`config.mk`:
```
export PLATFORM = sky130hd
export DESIGN_NAME = instr_decoder
export DESIGN_NICKNAME = d
export VERILOG_FILES = /design/src/rtl/idec_pkg.sv /design/src/rtl/idec_fields.sv /design/src/rtl/idec_operand.sv /design/src/rtl/idec_cost.sv /design/src/rtl/instr_decoder.sv
export SDC_FILE = /design/constraint.sdc
export NUM_CORES = 1
export LEC_CHECK = 0
export BUFFER_PORTS_ARGS = -buffer_cell sky130_fd_sc_hd__buf_2
export CORE_ASPECT_RATIO = 0.6
export CORE_MARGIN = 2
export CORE_UTILIZATION = 35
export CTS_CLUSTER_DIAMETER = 30
export DETAILED_ROUTE_END_ITERATION = 7
export GPL_ROUTABILITY_DRIVEN = 0
export PLACE_DENSITY = 0.71
export SYNTH_ARGS = -nofsm -noshare
export SYNTH_HDL_FRONTEND = slang
export SYNTH_SLANG_ARGS = --single-unit
```
`constraint.sdc`:
```
create_clock -name clk -period 11.4 [get_ports clk]
set_clock_uncertainty 0.1 [all_clocks]
set_input_delay 2.28 -clock clk [delete_from_list [all_inputs] [get_ports clk]]
set_output_delay 2.28 -clock clk [all_outputs]
set_load 0.01 [all_outputs]
```
`src/rtl/idec_pkg.sv`:
```
package idec_pkg;
  localparam int INSN_W = 16;
  localparam int REG_W  = 4;
  localparam int OPC_W  = 4;

  typedef enum logic [1:0] {
    FMT_SINGLE = 2'd0,
    FMT_JUMP   = 2'd1,
    FMT_DOUBLE = 2'd2,
    FMT_NONE   = 2'd3
  } fmt_e;

  typedef enum logic [3:0] {
    K_REG   = 4'd0,
    K_IDX   = 4'd1,
    K_IND   = 4'd2,
    K_AINC  = 4'd3,
    K_SYM   = 4'd4,
    K_ABS   = 4'd5,
    K_IMM   = 4'd6,
    K_CONST = 4'd7,
    K_NONE  = 4'd8
  } kind_e;
endpackage

```
`src/rtl/idec_fields.sv`:
```
module idec_fields
  import idec_pkg::*;
#(
  parameter int DISP_W = 16
) (
  input  logic [INSN_W-1:0] instr,
  output fmt_e              fmt,
  output logic [OPC_W-1:0]  opcode,
  output logic              byte_op,
  output logic [REG_W-1:0]  src_reg,
  output logic [REG_W-1:0]  dst_reg,
  output logic [1:0]        src_mode,
  output logic [1:0]        dst_mode,
  output logic              src_used,
  output logic              dst_used,
  output logic [DISP_W-1:0] disp,
  output logic              is_reti,
  output logic              illegal
);
  localparam int OFS_W = 10;

  always_comb begin
    fmt      = FMT_NONE;
    opcode   = '0;
    byte_op  = 1'b0;
    src_reg  = '0;
    dst_reg  = '0;
    src_mode = 2'b00;
    dst_mode = 2'b00;
    src_used = 1'b0;
    dst_used = 1'b0;
    disp     = '0;
    is_reti  = 1'b0;
    illegal  = 1'b0;
    if (instr[15:10] == 6'b000100) begin
      fmt      = FMT_SINGLE;
      opcode   = {1'b0, instr[9:7]};
      byte_op  = instr[6];
      src_reg  = instr[3:0];
      src_mode = instr[5:4];
      src_used = 1'b1;
      case (instr[9:7])
        3'b001, 3'b011, 3'b101: illegal = instr[6];
        3'b110: begin
          if (instr[5:0] == 6'd0) begin
            is_reti  = 1'b1;
            src_used = 1'b0;
          end else begin
            illegal = 1'b1;
          end
        end
        3'b111:  illegal = 1'b1;
        default: illegal = 1'b0;
      endcase
    end else if (instr[15:13] == 3'b001) begin
      fmt    = FMT_JUMP;
      opcode = {1'b0, instr[12:10]};
      disp   = {{(DISP_W-OFS_W-1){instr[OFS_W-1]}}, instr[OFS_W-1:0], 1'b0};
    end else if (instr[15:14] != 2'b00) begin
      fmt      = FMT_DOUBLE;
      opcode   = instr[15:12];
      src_reg  = instr[11:8];
      dst_mode = {1'b0, instr[7]};
      byte_op  = instr[6];
      src_mode = instr[5:4];
      dst_reg  = instr[3:0];
      src_used = 1'b1;
      dst_used = 1'b1;
    end else begin
      illegal = 1'b1;
    end
    if (illegal) begin
      src_used = 1'b0;
      dst_used = 1'b0;
    end
  end
endmodule

```
`src/rtl/idec_operand.sv`:
```
module idec_operand
  import idec_pkg::*;
#(
  parameter bit IS_DST = 1'b0,
  parameter int DATA_W = 16
) (
  input  logic              used,
  input  logic [REG_W-1:0]  rnum,
  input  logic [1:0]        mode,
  output kind_e             kind,
  output logic [DATA_W-1:0] cval,
  output logic              needs_ext,
  output logic              in_mem
);
  localparam logic [REG_W-1:0] RN_PC = REG_W'(0);
  localparam logic [REG_W-1:0] RN_SR = REG_W'(2);
  localparam logic [REG_W-1:0] RN_CG = REG_W'(3);

  logic cg_ok;

  generate
    if (IS_DST) begin : g_dst
      assign cg_ok = 1'b0;
    end else begin : g_src
      assign cg_ok = 1'b1;
    end
  endgenerate

  always_comb begin
    kind = K_NONE;
    cval = '0;
    if (used) begin
      case (mode)
        2'b00: begin
          if (cg_ok && rnum == RN_CG) kind = K_CONST;
          else                        kind = K_REG;
        end
        2'b01: begin
          if (rnum == RN_PC)               kind = K_SYM;
          else if (rnum == RN_SR)          kind = K_ABS;
          else if (cg_ok && rnum == RN_CG) begin
            kind = K_CONST;
            cval = DATA_W'(1);
          end else                         kind = K_IDX;
        end
        2'b10: begin
          if (cg_ok && rnum == RN_SR) begin
            kind = K_CONST;
            cval = DATA_W'(4);
          end else if (cg_ok && rnum == RN_CG) begin
            kind = K_CONST;
            cval = DATA_W'(2);
          end else kind = K_IND;
        end
        default: begin
          if (cg_ok && rnum == RN_PC) kind = K_IMM;
          else if (cg_ok && rnum == RN_SR) begin
            kind = K_CONST;
            cval = DATA_W'(8);
          end else if (cg_ok && rnum == RN_CG) begin
            kind = K_CONST;
            cval = '1;
          end else kind = K_AINC;
        end
      endcase
    end
  end

  assign needs_ext = (kind == K_IDX) || (kind == K_SYM) ||
                     (kind == K_ABS) || (kind == K_IMM);
  assign in_mem    = (kind == K_IDX) || (kind == K_IND) || (kind == K_AINC) ||
                     (kind == K_SYM) || (kind == K_ABS);
endmodule

```
`src/rtl/idec_cost.sv`:
```
module idec_cost
  import idec_pkg::*;
#(
  parameter int CYC_W = 3
) (
  input  fmt_e              fmt,
  input  logic [OPC_W-1:0]  opcode,
  input  logic              illegal,
  input  logic              is_reti,
  input  logic              s_ext,
  input  logic              s_mem,
  input  logic              d_ext,
  input  logic              d_mem,
  output logic [1:0]        ext_words,
  output logic [CYC_W-1:0]  cycles
);
  localparam logic [OPC_W-1:0] OP_MOVE = 4'b0100;
  localparam logic [OPC_W-1:0] OP_CMP  = 4'b1001;
  localparam logic [OPC_W-1:0] OP_TEST = 4'b1011;

  logic [CYC_W-1:0] base;
  logic [CYC_W-1:0] dst_cost;
  logic [CYC_W-1:0] one_cost;

  always_comb begin
    ext_words = {1'b0, s_ext} + {1'b0, d_ext};
    base      = CYC_W'(1) + CYC_W'(ext_words) + CYC_W'(s_mem);
    if (!d_mem)
      dst_cost = '0;
    else if (opcode == OP_MOVE || opcode == OP_CMP || opcode == OP_TEST)
      dst_cost = CYC_W'(1);
    else
      dst_cost = CYC_W'(2);
    one_cost = opcode[2] ? CYC_W'(1) : CYC_W'(s_mem);
    if (illegal) begin
      ext_words = 2'd0;
      cycles    = '0;
    end else begin
      case (fmt)
        FMT_JUMP:   cycles = CYC_W'(2);
        FMT_SINGLE: cycles = is_reti ? CYC_W'(3) : base + one_cost;
        FMT_DOUBLE: cycles = base + dst_cost;
        default:    cycles = '0;
      endcase
    end
  end
endmodule

```
`src/rtl/instr_decoder.sv`:
```
module instr_decoder
  import idec_pkg::*;
#(
  parameter int DATA_W = 16,
  parameter int CYC_W  = 3
) (
  input  logic              clk,
  input  logic              rst,
  input  logic              in_valid,
  input  logic [15:0]       instr,
  output logic              out_valid,
  output logic [1:0]        fmt,
  output logic [3:0]        opcode,
  output logic              byte_op,
  output logic [3:0]        src_reg,
  output logic [3:0]        dst_reg,
  output logic [3:0]        src_kind,
  output logic [3:0]        dst_kind,
  output logic [DATA_W-1:0] src_const,
  output logic [1:0]        ext_words,
  output logic [CYC_W-1:0]  cycles,
  output logic [DATA_W-1:0] jump_disp,
  output logic              is_reti,
  output logic              illegal
);
  fmt_e              c_fmt;
  logic [OPC_W-1:0]  c_opc;
  logic              c_byte;
  logic [REG_W-1:0]  c_sreg, c_dreg;
  logic [1:0]        c_smode, c_dmode;
  logic              c_sused, c_dused;
  logic [DATA_W-1:0] c_disp;
  logic              c_reti, c_ill;
  kind_e             c_skind, c_dkind;
  logic [DATA_W-1:0] c_sconst, c_dconst;
  logic              c_sext, c_smem, c_dext, c_dmem;
  logic [1:0]        c_ext;
  logic [CYC_W-1:0]  c_cyc;

  idec_fields #(.DISP_W(DATA_W)) u_fields (
    .instr(instr), .fmt(c_fmt), .opcode(c_opc), .byte_op(c_byte),
    .src_reg(c_sreg), .dst_reg(c_dreg), .src_mode(c_smode), .dst_mode(c_dmode),
    .src_used(c_sused), .dst_used(c_dused), .disp(c_disp),
    .is_reti(c_reti), .illegal(c_ill)
  );

  idec_operand #(.IS_DST(1'b0), .DATA_W(DATA_W)) u_src (
    .used(c_sused), .rnum(c_sreg), .mode(c_smode), .kind(c_skind),
    .cval(c_sconst), .needs_ext(c_sext), .in_mem(c_smem)
  );

  idec_operand #(.IS_DST(1'b1), .DATA_W(DATA_W)) u_dst (
    .used(c_dused), .rnum(c_dreg), .mode(c_dmode), .kind(c_dkind),
    .cval(c_dconst), .needs_ext(c_dext), .in_mem(c_dmem)
  );

  idec_cost #(.CYC_W(CYC_W)) u_cost (
    .fmt(c_fmt), .opcode(c_opc), .illegal(c_ill), .is_reti(c_reti),
    .s_ext(c_sext), .s_mem(c_smem), .d_ext(c_dext), .d_mem(c_dmem),
    .ext_words(c_ext), .cycles(c_cyc)
  );

  always_ff @(posedge clk) begin
    if (rst) begin
      out_valid <= 1'b0;
      fmt       <= FMT_NONE;
      opcode    <= '0;
      byte_op   <= 1'b0;
      src_reg   <= '0;
      dst_reg   <= '0;
      src_kind  <= K_NONE;
      dst_kind  <= K_NONE;
      src_const <= '0;
      ext_words <= '0;
      cycles    <= '0;
      jump_disp <= '0;
      is_reti   <= 1'b0;
      illegal   <= 1'b0;
    end else begin
      out_valid <= in_valid;
      if (in_valid) begin
        fmt       <= c_fmt;
        opcode    <= c_opc;
        byte_op   <= c_byte;
        src_reg   <= c_sreg;
        dst_reg   <= c_dreg;
        src_kind  <= c_skind;
        dst_kind  <= c_dkind;
        src_const <= c_sconst | c_dconst;
        ext_words <= c_ext;
        cycles    <= c_cyc;
        jump_disp <= c_disp;
        is_reti   <= c_reti;
        illegal   <= c_ill;
      end
    end
  end
endmodule

```
Word level (Yosys, flattened, before mapping)
Cells that the tools add are included.
{"block": "word_totals", "register_bits": 63, "in_bits": 19, "out_inout_bits": 63, "wordCells": 144}
{"block": "classes", "addsub": 5, "n_eq_ne": 31, "n_mux": 70, "n_reduce_logical": 24}
{"cell": "2-to-1 mux 16 bit", "n": 9}
{"cell": "2-to-1 mux 4 bit", "n": 16}
{"cell": "case mux 16 bit (3 select lines)", "n": 1}
{"cell": "== test 4 x 2 -> 1 bit (second input constant)", "n": 7}
{"cell": "== test 4 x 3 -> 1 bit (second input constant)", "n": 7}
{"cell": "2-to-1 mux 3 bit", "n": 9}
{"cell": "case mux 4 bit (3 select lines)", "n": 2}
{"cell": "2-to-1 mux 1 bit", "n": 21}
{"cell": "2-to-1 mux 2 bit", "n": 10}
{"cell": "logical OR 1 bit", "n": 16}
{"cell": "== test 3 bit (second input constant)", "n": 3}
{"cell": "case mux 3 bit (3 select lines)", "n": 1}
{"cell": "== test 4 x 1 -> 1 bit (second input constant)", "n": 2}
{"cell": "== test 4 bit (second input constant)", "n": 2}
{"cell": "logical NOT 4 bit", "n": 2}
{"cell": "adder 3 bit", "n": 2}
{"cell": "== test 2 x 1 -> 1 bit (second input constant)", "n": 3}
{"cell": "== test 2 bit (second input constant)", "n": 3}
{"cell": "== test 3 x 1 -> 1 bit (second input constant)", "n": 2}
{"cell": "== test 6 x 3 -> 1 bit (second input constant)", "n": 1}
{"cell": "logical NOT 2 bit", "n": 3}
{"cell": "logical NOT 6 bit", "n": 1}
{"cell": "adder 1 x 2 -> 3 bit (first input constant)", "n": 1}
{"cell": "adder 3 x 1 -> 3 bit", "n": 1}
{"cell": "other kinds (5)", "n": 5}

Depth between registers and ports, before layout
Gate-level depths: netlist of run 1.
{"block": "logic_depth", "ltp_word": 21, "ltp_mapped": 16}

Cells and area by module
A second synthesis of run 1 with hierarchy kept.
{"block": "hier_totals", "cells_unflattened": 370, "hier_area_um2": 3338.2}
{"module": "instr_decoder", "instances": 1, "cells_per_inst": 220, "area_per_inst_um2": 2292.2, "seq_area_each_um2": 1261.2}
{"module": "idec_fields", "instances": 1, "cells_per_inst": 56, "area_per_inst_um2": 386.6, "seq_area_each_um2": 0.0}
{"module": "idec_operand (u_src)", "instances": 1, "cells_per_inst": 38, "area_per_inst_um2": 246.5, "seq_area_each_um2": 0.0}
{"module": "idec_cost", "instances": 1, "cells_per_inst": 29, "area_per_inst_um2": 235.2, "seq_area_each_um2": 0.0}
{"module": "idec_operand (u_dst)", "instances": 1, "cells_per_inst": 27, "area_per_inst_um2": 177.7, "seq_area_each_um2": 0.0}

Worst setup path after synthesis of run 1
No wires, ideal clock.
{"block": "synth_timing", "path_type": "input-to-reg", "start": "in instr[13]", "end": "reg cycles[1]", "setup_time_ns": 0.087, "t_arrival_ns": 5.269, "t_required_ns": 11.213, "setup_slack_ns": 5.944, "stages": 16, "n_path_buf": 1, "cell_sequence": "buf_2 > nor3_1 > a32oi_1 > and3_1 > o21ai_0 > mux2i_1 > ha_1 > inv_1 > ha_1 > inv_1 > ha_1 > fa_1 > nor2_1 > a31oi_1 > nor2_1 > o31ai_1"}
{"block": "synth_between", "elab_chain_len": 20, "word_cells_on_any_way": 94}
{"element": "from (decl)", "line_no": "instr_decoder.sv:10", "text": "input logic [15:0] instr,"}
{"element": "== test 3 x 1 -> 1 bit", "line_no": "idec_fields.sv:55", "text": "end else if (instr[15:13] == 3'b001) begin"}
{"element": "2-to-1 mux 4 bit", "line_no": "idec_fields.sv:55"}
{"element": "2-to-1 mux 4 bit", "line_no": "idec_fields.sv:35", "text": "if (instr[15:10] == 6'b000100) begin"}
{"element": "== test 4 x 2 -> 1 bit"}
{"element": "2-to-1 mux 3 bit, on equally long branches", "line_no": "idec_operand.sv:41, idec_operand.sv:60"}
{"element": "2-to-1 mux 4 bit, on equally long branches", "line_no": "idec_operand.sv:40, idec_operand.sv:57"}
{"element": "2-to-1 mux 4 bit, on equally long branches", "line_no": "idec_operand.sv:39, idec_operand.sv:56"}
{"element": "case mux 4 bit (3 select lines)", "line_no": "idec_operand.sv:33", "text": "case (mode)"}
{"element": "(+4 left out)"}
{"element": "logical OR 1 bit", "line_no": "idec_operand.sv:70", "text": "(kind == K_ABS) || (kind == K_IMM);"}
{"element": "adder 1 x 1 -> 2 bit", "line_no": "idec_cost.sv:26", "text": "ext_words = {1'b0, s_ext} + {1'b0, d_ext};"}
{"element": "adder 1 x 2 -> 3 bit", "line_no": "idec_cost.sv:27", "text": "base = CYC_W'(1) + CYC_W'(ext_words) + CYC_W'(s_mem);"}
{"element": "adder 3 x 1 -> 3 bit", "line_no": "idec_cost.sv:27"}
{"element": "adder 3 bit", "line_no": "idec_cost.sv:41", "text": "FMT_SINGLE: cycles = is_reti ? CYC_W'(3) : base + one_cost;"}
{"element": "2-to-1 mux 3 bit", "line_no": "idec_cost.sv:41"}
{"element": "case mux 3 bit (3 select lines)", "line_no": "idec_cost.sv:39", "text": "case (fmt)"}
{"element": "2-to-1 mux 3 bit (*)", "line_no": "idec_cost.sv:35", "text": "if (illegal) begin"}
{"element": "to (signal assigned)", "line_no": "instr_decoder.sv:91", "text": "cycles <= c_cyc;"}
{"element": "to (decl)", "line_no": "instr_decoder.sv:21", "text": "output logic [CYC_W-1:0] cycles,"}
Every way passes the cells marked *; elsewhere a longest branch is shown, timed or not.
A chain may end at the register's enable or synchronous reset.

Final worst setup path of run 1
{"block": "layout_timing", "start": "in instr[15]", "end": "reg cycles[1]"}
{"block": "layout_between", "elab_chain_len": 21, "word_cells_on_any_way": 102}
{"element": "nonzero test 2 bit", "line_no": "idec_fields.sv:59", "text": "end else if (instr[15:14] != 2'b00) begin"}
{"element": "2-to-1 mux 4 bit", "line_no": "idec_fields.sv:59"}
{"element": "2-to-1 mux 4 bit", "line_no": "idec_fields.sv:55"}
{"element": "2-to-1 mux 4 bit", "line_no": "idec_fields.sv:35"}
{"element": "== test 4 x 2 -> 1 bit"}
{"element": "2-to-1 mux 3 bit, on equally long branches", "line_no": "idec_operand.sv:41, idec_operand.sv:60"}
{"element": "2-to-1 mux 4 bit, on equally long branches", "line_no": "idec_operand.sv:40, idec_operand.sv:57"}
{"element": "2-to-1 mux 4 bit, on equally long branches", "line_no": "idec_operand.sv:39, idec_operand.sv:56"}
{"element": "(+5 left out)"}
{"element": "logical OR 1 bit", "line_no": "idec_operand.sv:70"}
{"element": "adder 1 x 1 -> 2 bit", "line_no": "idec_cost.sv:26"}
{"element": "adder 1 x 2 -> 3 bit", "line_no": "idec_cost.sv:27"}
{"element": "adder 3 x 1 -> 3 bit", "line_no": "idec_cost.sv:27"}
{"element": "adder 3 bit", "line_no": "idec_cost.sv:41"}
{"element": "2-to-1 mux 3 bit", "line_no": "idec_cost.sv:41"}
{"element": "case mux 3 bit (3 select lines)", "line_no": "idec_cost.sv:39"}
{"element": "2-to-1 mux 3 bit (*)", "line_no": "idec_cost.sv:35"}
Marks and branches as above.

==> results of run 1 <==
## synth_stat cells, drive strengths merged (2+ instances only)
library cell / number
dfxtp: 45
buf: 21
a22o: 19
nor2: 18
nand2: 13
a21oi: 12
o21ai: 11
clkbuf: 10
inv: 8
nand2b: 8
a31oi: 5
a32o: 5
ha: 5
nor3: 5
and3: 4
mux2i: 4
a22oi: 3
a32oi: 3
nand3: 3
o21a: 3
a211oi: 2
a21o: 2
fa: 2
nand4: 2
nor3b: 2
o211ai: 2
o22ai: 2
o31ai: 2
o32ai: 2
or2: 2
## power groups by stage
stage               registers [mW]  clock network [mW]  logic, mW
floorplan                    0.174                   0     0.0378
global placement             0.171                   0     0.0614
detailed placement           0.171                   0     0.0638
CTS                          0.167               0.119     0.0642
global route                 0.168               0.124     0.0717
finish                       0.167               0.117     0.0649
## layout make-up
type,count,area [µm²],area share
clock buffers,5,68.8,0.0259
well taps,84,105,0.0396
inverters,8,30.0,0.0113
flip-flops and latches,45,901,0.339
clock inverters,2,35.0,0.0132
repair buffers,80,403,0.152
multi-input cells,158,1110,0.419
## layer usage
layer | up-vias | global-route usage | wire, µm
met5 | - | 0 | 0
met4 | 0 | 0.0584 | 125
met3 | 19 | 0.0635 | 751
met2 | 122 | 0.248 | 2440
met1 | 974 | 0.259 | 2880
li1 | 980 | - | -
## critical path, delay by kind of cell
kind | cells | cell delay [ns]
muxes | 1 | 0.13
and+or+nand+nor | 4 | 1.14
buffers and inverters | 3 | 0.26
adders and majority gates | 4 | 1.33
AOI/OAI and AO/OA | 4 | 0.91
## through the flow
| stage | utilization | worst slack (ns) | hold WS [ns] | std cells | cell area, µm² |
|---|---|---|---|---|---|
| floorplan | - | 5.94 | 0.373 | 242 | 2230 |
| global placement | 0.416 | 5.38 | 0.340 | 375 | 2550 |
| detailed placement | 0.416 | 5.18 | 0.343 | 375 | 2550 |
| CTS | 0.433 | 5.50 | 0.354 | 382 | 2660 |
| global route | 0.433 | 5.12 | 0.392 | 382 | 2660 |
| finish | 0.433 | 5.45 | 0.352 | 382 | 2660 |
## cell families after synthesis
family,share of synthesized area
other cells,0.00169
fa+ha+maj,0.0461
buf+inv,0.0973
mux,0.0180
flops,0.405
compound gates,0.267
simple gates,0.157
xor+xnor,0.00788
## worst max path at each step
stage | slack [ns] | end | from
2_1_floorplan | 5.94 | cycles[1] | instr[13]
3_3_place_gp | 5.38 | cycles[1] | instr[15]
3_5_place_dp | 5.18 | cycles[1] | instr[15]
4_1_cts | 5.50 | cycles[1] | instr[15]
5_1_grt | 5.12 | cycles[2] | instr[15]
6_report | 5.45 | cycles[1] | instr[15]
==> reports/results.ini, run 1 <==
[logic_synthesis]
netlist_area_mm2 = 0.00222
synth-edff-count = 0
synth_area_leaders = dfxtp_1 40%, a22o_1 7.5%, buf_4 6.1%
synth_cell_type_count = 51
synth_ff_type = dfxtp_1
ys_ff_latch = 45
yosys.area.top_type = dfxtp_1
avgSynthCellArea_um2 = 9.23
yosysWarnings = 0
yosys.area.top_type_share = 0.405
ys_async_sr_fraction = 0
yosysSeqAreaShare = 0.405
synth_cells = 241

[final_layout]
syn2layout_area_growth_pct = 19.4
final_common_cell = buf_2
largest_register_ffs = 10
num-fill-cells = 627
regMostFlops = jump_disp
layout.nets = 324
mostFrequentLayoutCells = 79 x buf_2, 45 x dfxtp_1, 19 x a22o_1
top_regs = jump_disp: 10 flops, src_const: 5 flops
layout-drive-gt1-share = 0.319
antenna_cells = 0

[critical_path]
crit_path_cell_trace = buf_2, nor2_1, o21ai_1, and3_1, o21ai_0, mux2i_1, ha_1, inv_1, ha_1, inv_1, ha_1, fa_1, nor2_1, a31oi_1, nor2_1, o31ai_1
critPathKind = in2reg
reg2reg_to = fmt[0]
cp.arrival_ns = 6.08
reg2reg_slack_ns = 10.49
r2r_start = fmt[0]
crit_fanout = 14
cpMaxStageDelayCell = nor2_1
cp_slowest_stage_delay_ns = 0.74
cp-end-kind = register
worstRegToRegCells = 3
crit_required_ns = 11.52
startpoint_type = input pin

[floorplan]
core_mm2 = 0.00614
fp.dieArea_mm2 = 0.00703
fp-row-count = 22
top_level_ports = 82
die_h_um = 65.8
initial_core_util = 0.362
die_w_um = 107

[route]
vias = 2095
dr.pass1.iters = 6
drt-vias-per-instance = 5.48
routed_wl_um = 6200
detail_route.wl_per_cell_um = 16.2
drc_errors = 0
ant_nets = 0
drt_iter0_markers = 141

[power]
p_int_mw = 0.253
vdd_ir_drop_max_mv = 0.0595
seqPwrFrac = 0.479
p_total_mw = 0.349
switching_share = 0.275
leakage_nw = 1.24
p_per_area_mw_per_mm2 = 131
clockPowerShare = 0.335
pwr-share-comb = 0.186
p_sw_mw = 0.0961

[clocking]
clk_pin_slew_ns = 0.08
cts_sinks = 45
clockBufferDepth = 2
cts_made_buffers = 5
cts_hold_buf = 0
post_cts_resized = 0
cts_setup_buffers = 0
htreeDepth = 2
clk_latency_ns = 0.30
cts_tree = yes
cts_root_buffer = clkbuf_8

[grt]
grt_max_degree = 24
grt_overflow_total = 0
grt_util_all_layers = 0.181
antenna_found_initial = 0
first_global_vias = 1886
grt_pass1_wl_um = 9750

[min_path]
min_path_cells = 2
holdPathEnd = src_kind[0]
min_path_type = reg2reg
min_from = src_kind[0]

[outcome]
status = complete, no violations

[timing]
tns_ns = 0
setup_violations = 0
final_hold_viol_count = 0
fmaxAchievable_ghz = 0.168
drv_slew = 0
tightest_slew_ns = 0.958
fin_crit_ns = 5.95
fin_crit_sh = 0.522
rsz0062_at_grt = no
relSlewSlack = 0.359

[job]
cap_violations = 0

[place]
place_hpwl_um = 4690
port_buffers = 79

(Power assumes the default switching activity.)
==> inputs of run 2 (changes only) <==
clock period = 5.48 ns   (was 11.4 ns; I/O delays follow)
==> reports/results.ini, run 2 (same netlist as run 1, synthesis figures left out) <==
[clocking]
clk_pin_slew_ns = 0.09
cts_root_buffer = clkbuf_8
cts_made_buffers = 5
cts_hold_buf = 0
clockBufferDepth = 2
cts_setup_buffers = 0
post_cts_resized = 0
htreeDepth = 2
cts_tree = yes
clk_latency_ns = 0.31
cts_sinks = 45

[final_layout]
layout-drive-gt1-share = 0.320
largest_register_ffs = 10
final_common_cell = buf_2
syn2layout_area_growth_pct = 19.0
regMostFlops = jump_disp
mostFrequentLayoutCells = 79 x buf_2, 45 x dfxtp_1, 19 x a22o_1
top_regs = jump_disp: 10 flops, src_const: 5 flops
layout.nets = 325
antenna_cells = 0

[route]
dr.pass1.iters = 5
vias = 2107
met3WireLength_um = 729
wl_met2_um = 2410
routed.top_layer = met4
detail_route.wl_per_cell_um = 16.4
drt-vias-per-instance = 5.49
drt_iter0_markers = 184
drc_errors = 0
met1_length_um = 3060
ant_nets = 0
routed_wl_um = 6290

[min_path]
min_from = src_kind[0]
min_path_type = reg2reg

[critical_path]
critPathKind = in2reg
crit_fanout = 7
crit_start = instr[15]
path_delay_family = adder cells
cpMaxStageDelayCell = nor3_1
crit_required_ns = 5.60
worst_path_most_repeated_cell = ha_1
cp-end-kind = register
startpoint_type = input pin
crit_buf_inv = 3
crit_path_cell_trace = buf_2, nor3_1, a32oi_1, and3_1, o21ai_0, mux2i_1, ha_1, inv_1, ha_1, inv_1, ha_1, fa_1, nor2_1, a31oi_1, nor2_1, o31ai_1
cp.arrival_ns = 4.63
r2r_start = fmt[0]
cp_slowest_stage_delay_ns = 0.64

[power]
p_per_area_mw_per_mm2 = 261
leakage_nw = 1.23
vdd_ir_drop_max_mv = 0.124

[place]
place_hpwl_um = 4750
port_buffers = 79
pre_cts_ws_ns = 0.722

[timing]
rsz0062_at_grt = no
fin_hold_ws_ns = 0.352
fin_crit_sh = 0.823
fin_crit_ns = 4.51
tightest_slew_ns = 0.750
final_hold_viol_count = 0
drv_slew = 0
relSlewSlack = 0.496
setup_slack_ns = 0.971
fmaxAchievable_ghz = 0.222
setup_violations = 0
tns_ns = 0

[job]
cap_violations = 0

[outcome]
status = complete, no violations

[floorplan]
top_level_ports = 82
fp.dieArea_mm2 = 0.00703
initial_core_util = 0.362
die_w_um = 107
die_h_um = 65.8
fp-row-count = 22
core_mm2 = 0.00614

[grt]
antenna_found_initial = 0
grt_max_degree = 24
grt_overflow_total = 0
first_global_vias = 1875
grt_pass1_wl_um = 9790
grt_util_all_layers = 0.181

[run 2: metrics by stage]
stage	area (µm²)	util	cells	total power, mW
global placement	2560	0.417	376	0.486
CTS	2650	0.431	384	0.694
floorplan	2230	-	242	0.440
detailed placement	2560	0.417	376	0.489
finish	2650	0.431	384	0.691
global route	2650	0.431	384	0.727
[run 2: metal layers]
layer  global-route usage  vias to the layer above
li1                     -                      982
met1                0.264                      985
met2                0.254                      125
met3               0.0615                       15
met4               0.0455                        0
met5                    0                        -
[run 2: power breakdown]
| part | internal [mW] | switching [mW] |
|---|---|---|
| logic | 0.0531 | 0.0827 |
| registers | 0.341 | 0.00731 |
| clock network | 0.0899 | 0.117 |
[run 2: layout make-up]
class                      instances  area (µm²)
tap                               84         105
fill                             607        3490
inverter                           8        30.0
multi-input combinational        158        1110
clock buffer                       6        72.6
clock inverter                     2        15.0
timing repair buffer              81         410
sequential                        45         901
[run 2: final timing paths]
path              cells after the start  slack, ns          end
setup / recovery                     16       0.97    cycles[1]
hold / removal                        2       0.35  src_kind[0]
setup reg to reg                      3       4.55       fmt[0]
hold reg to reg                       2       0.35  src_kind[0]
[run 2: worst register-to-register path, stage by stage (launching register included)]
cell and delay [ns]:
dfxtp_1 0.32, nor2_1 0.08, a21oi_1 0.04, or2_2 0.28
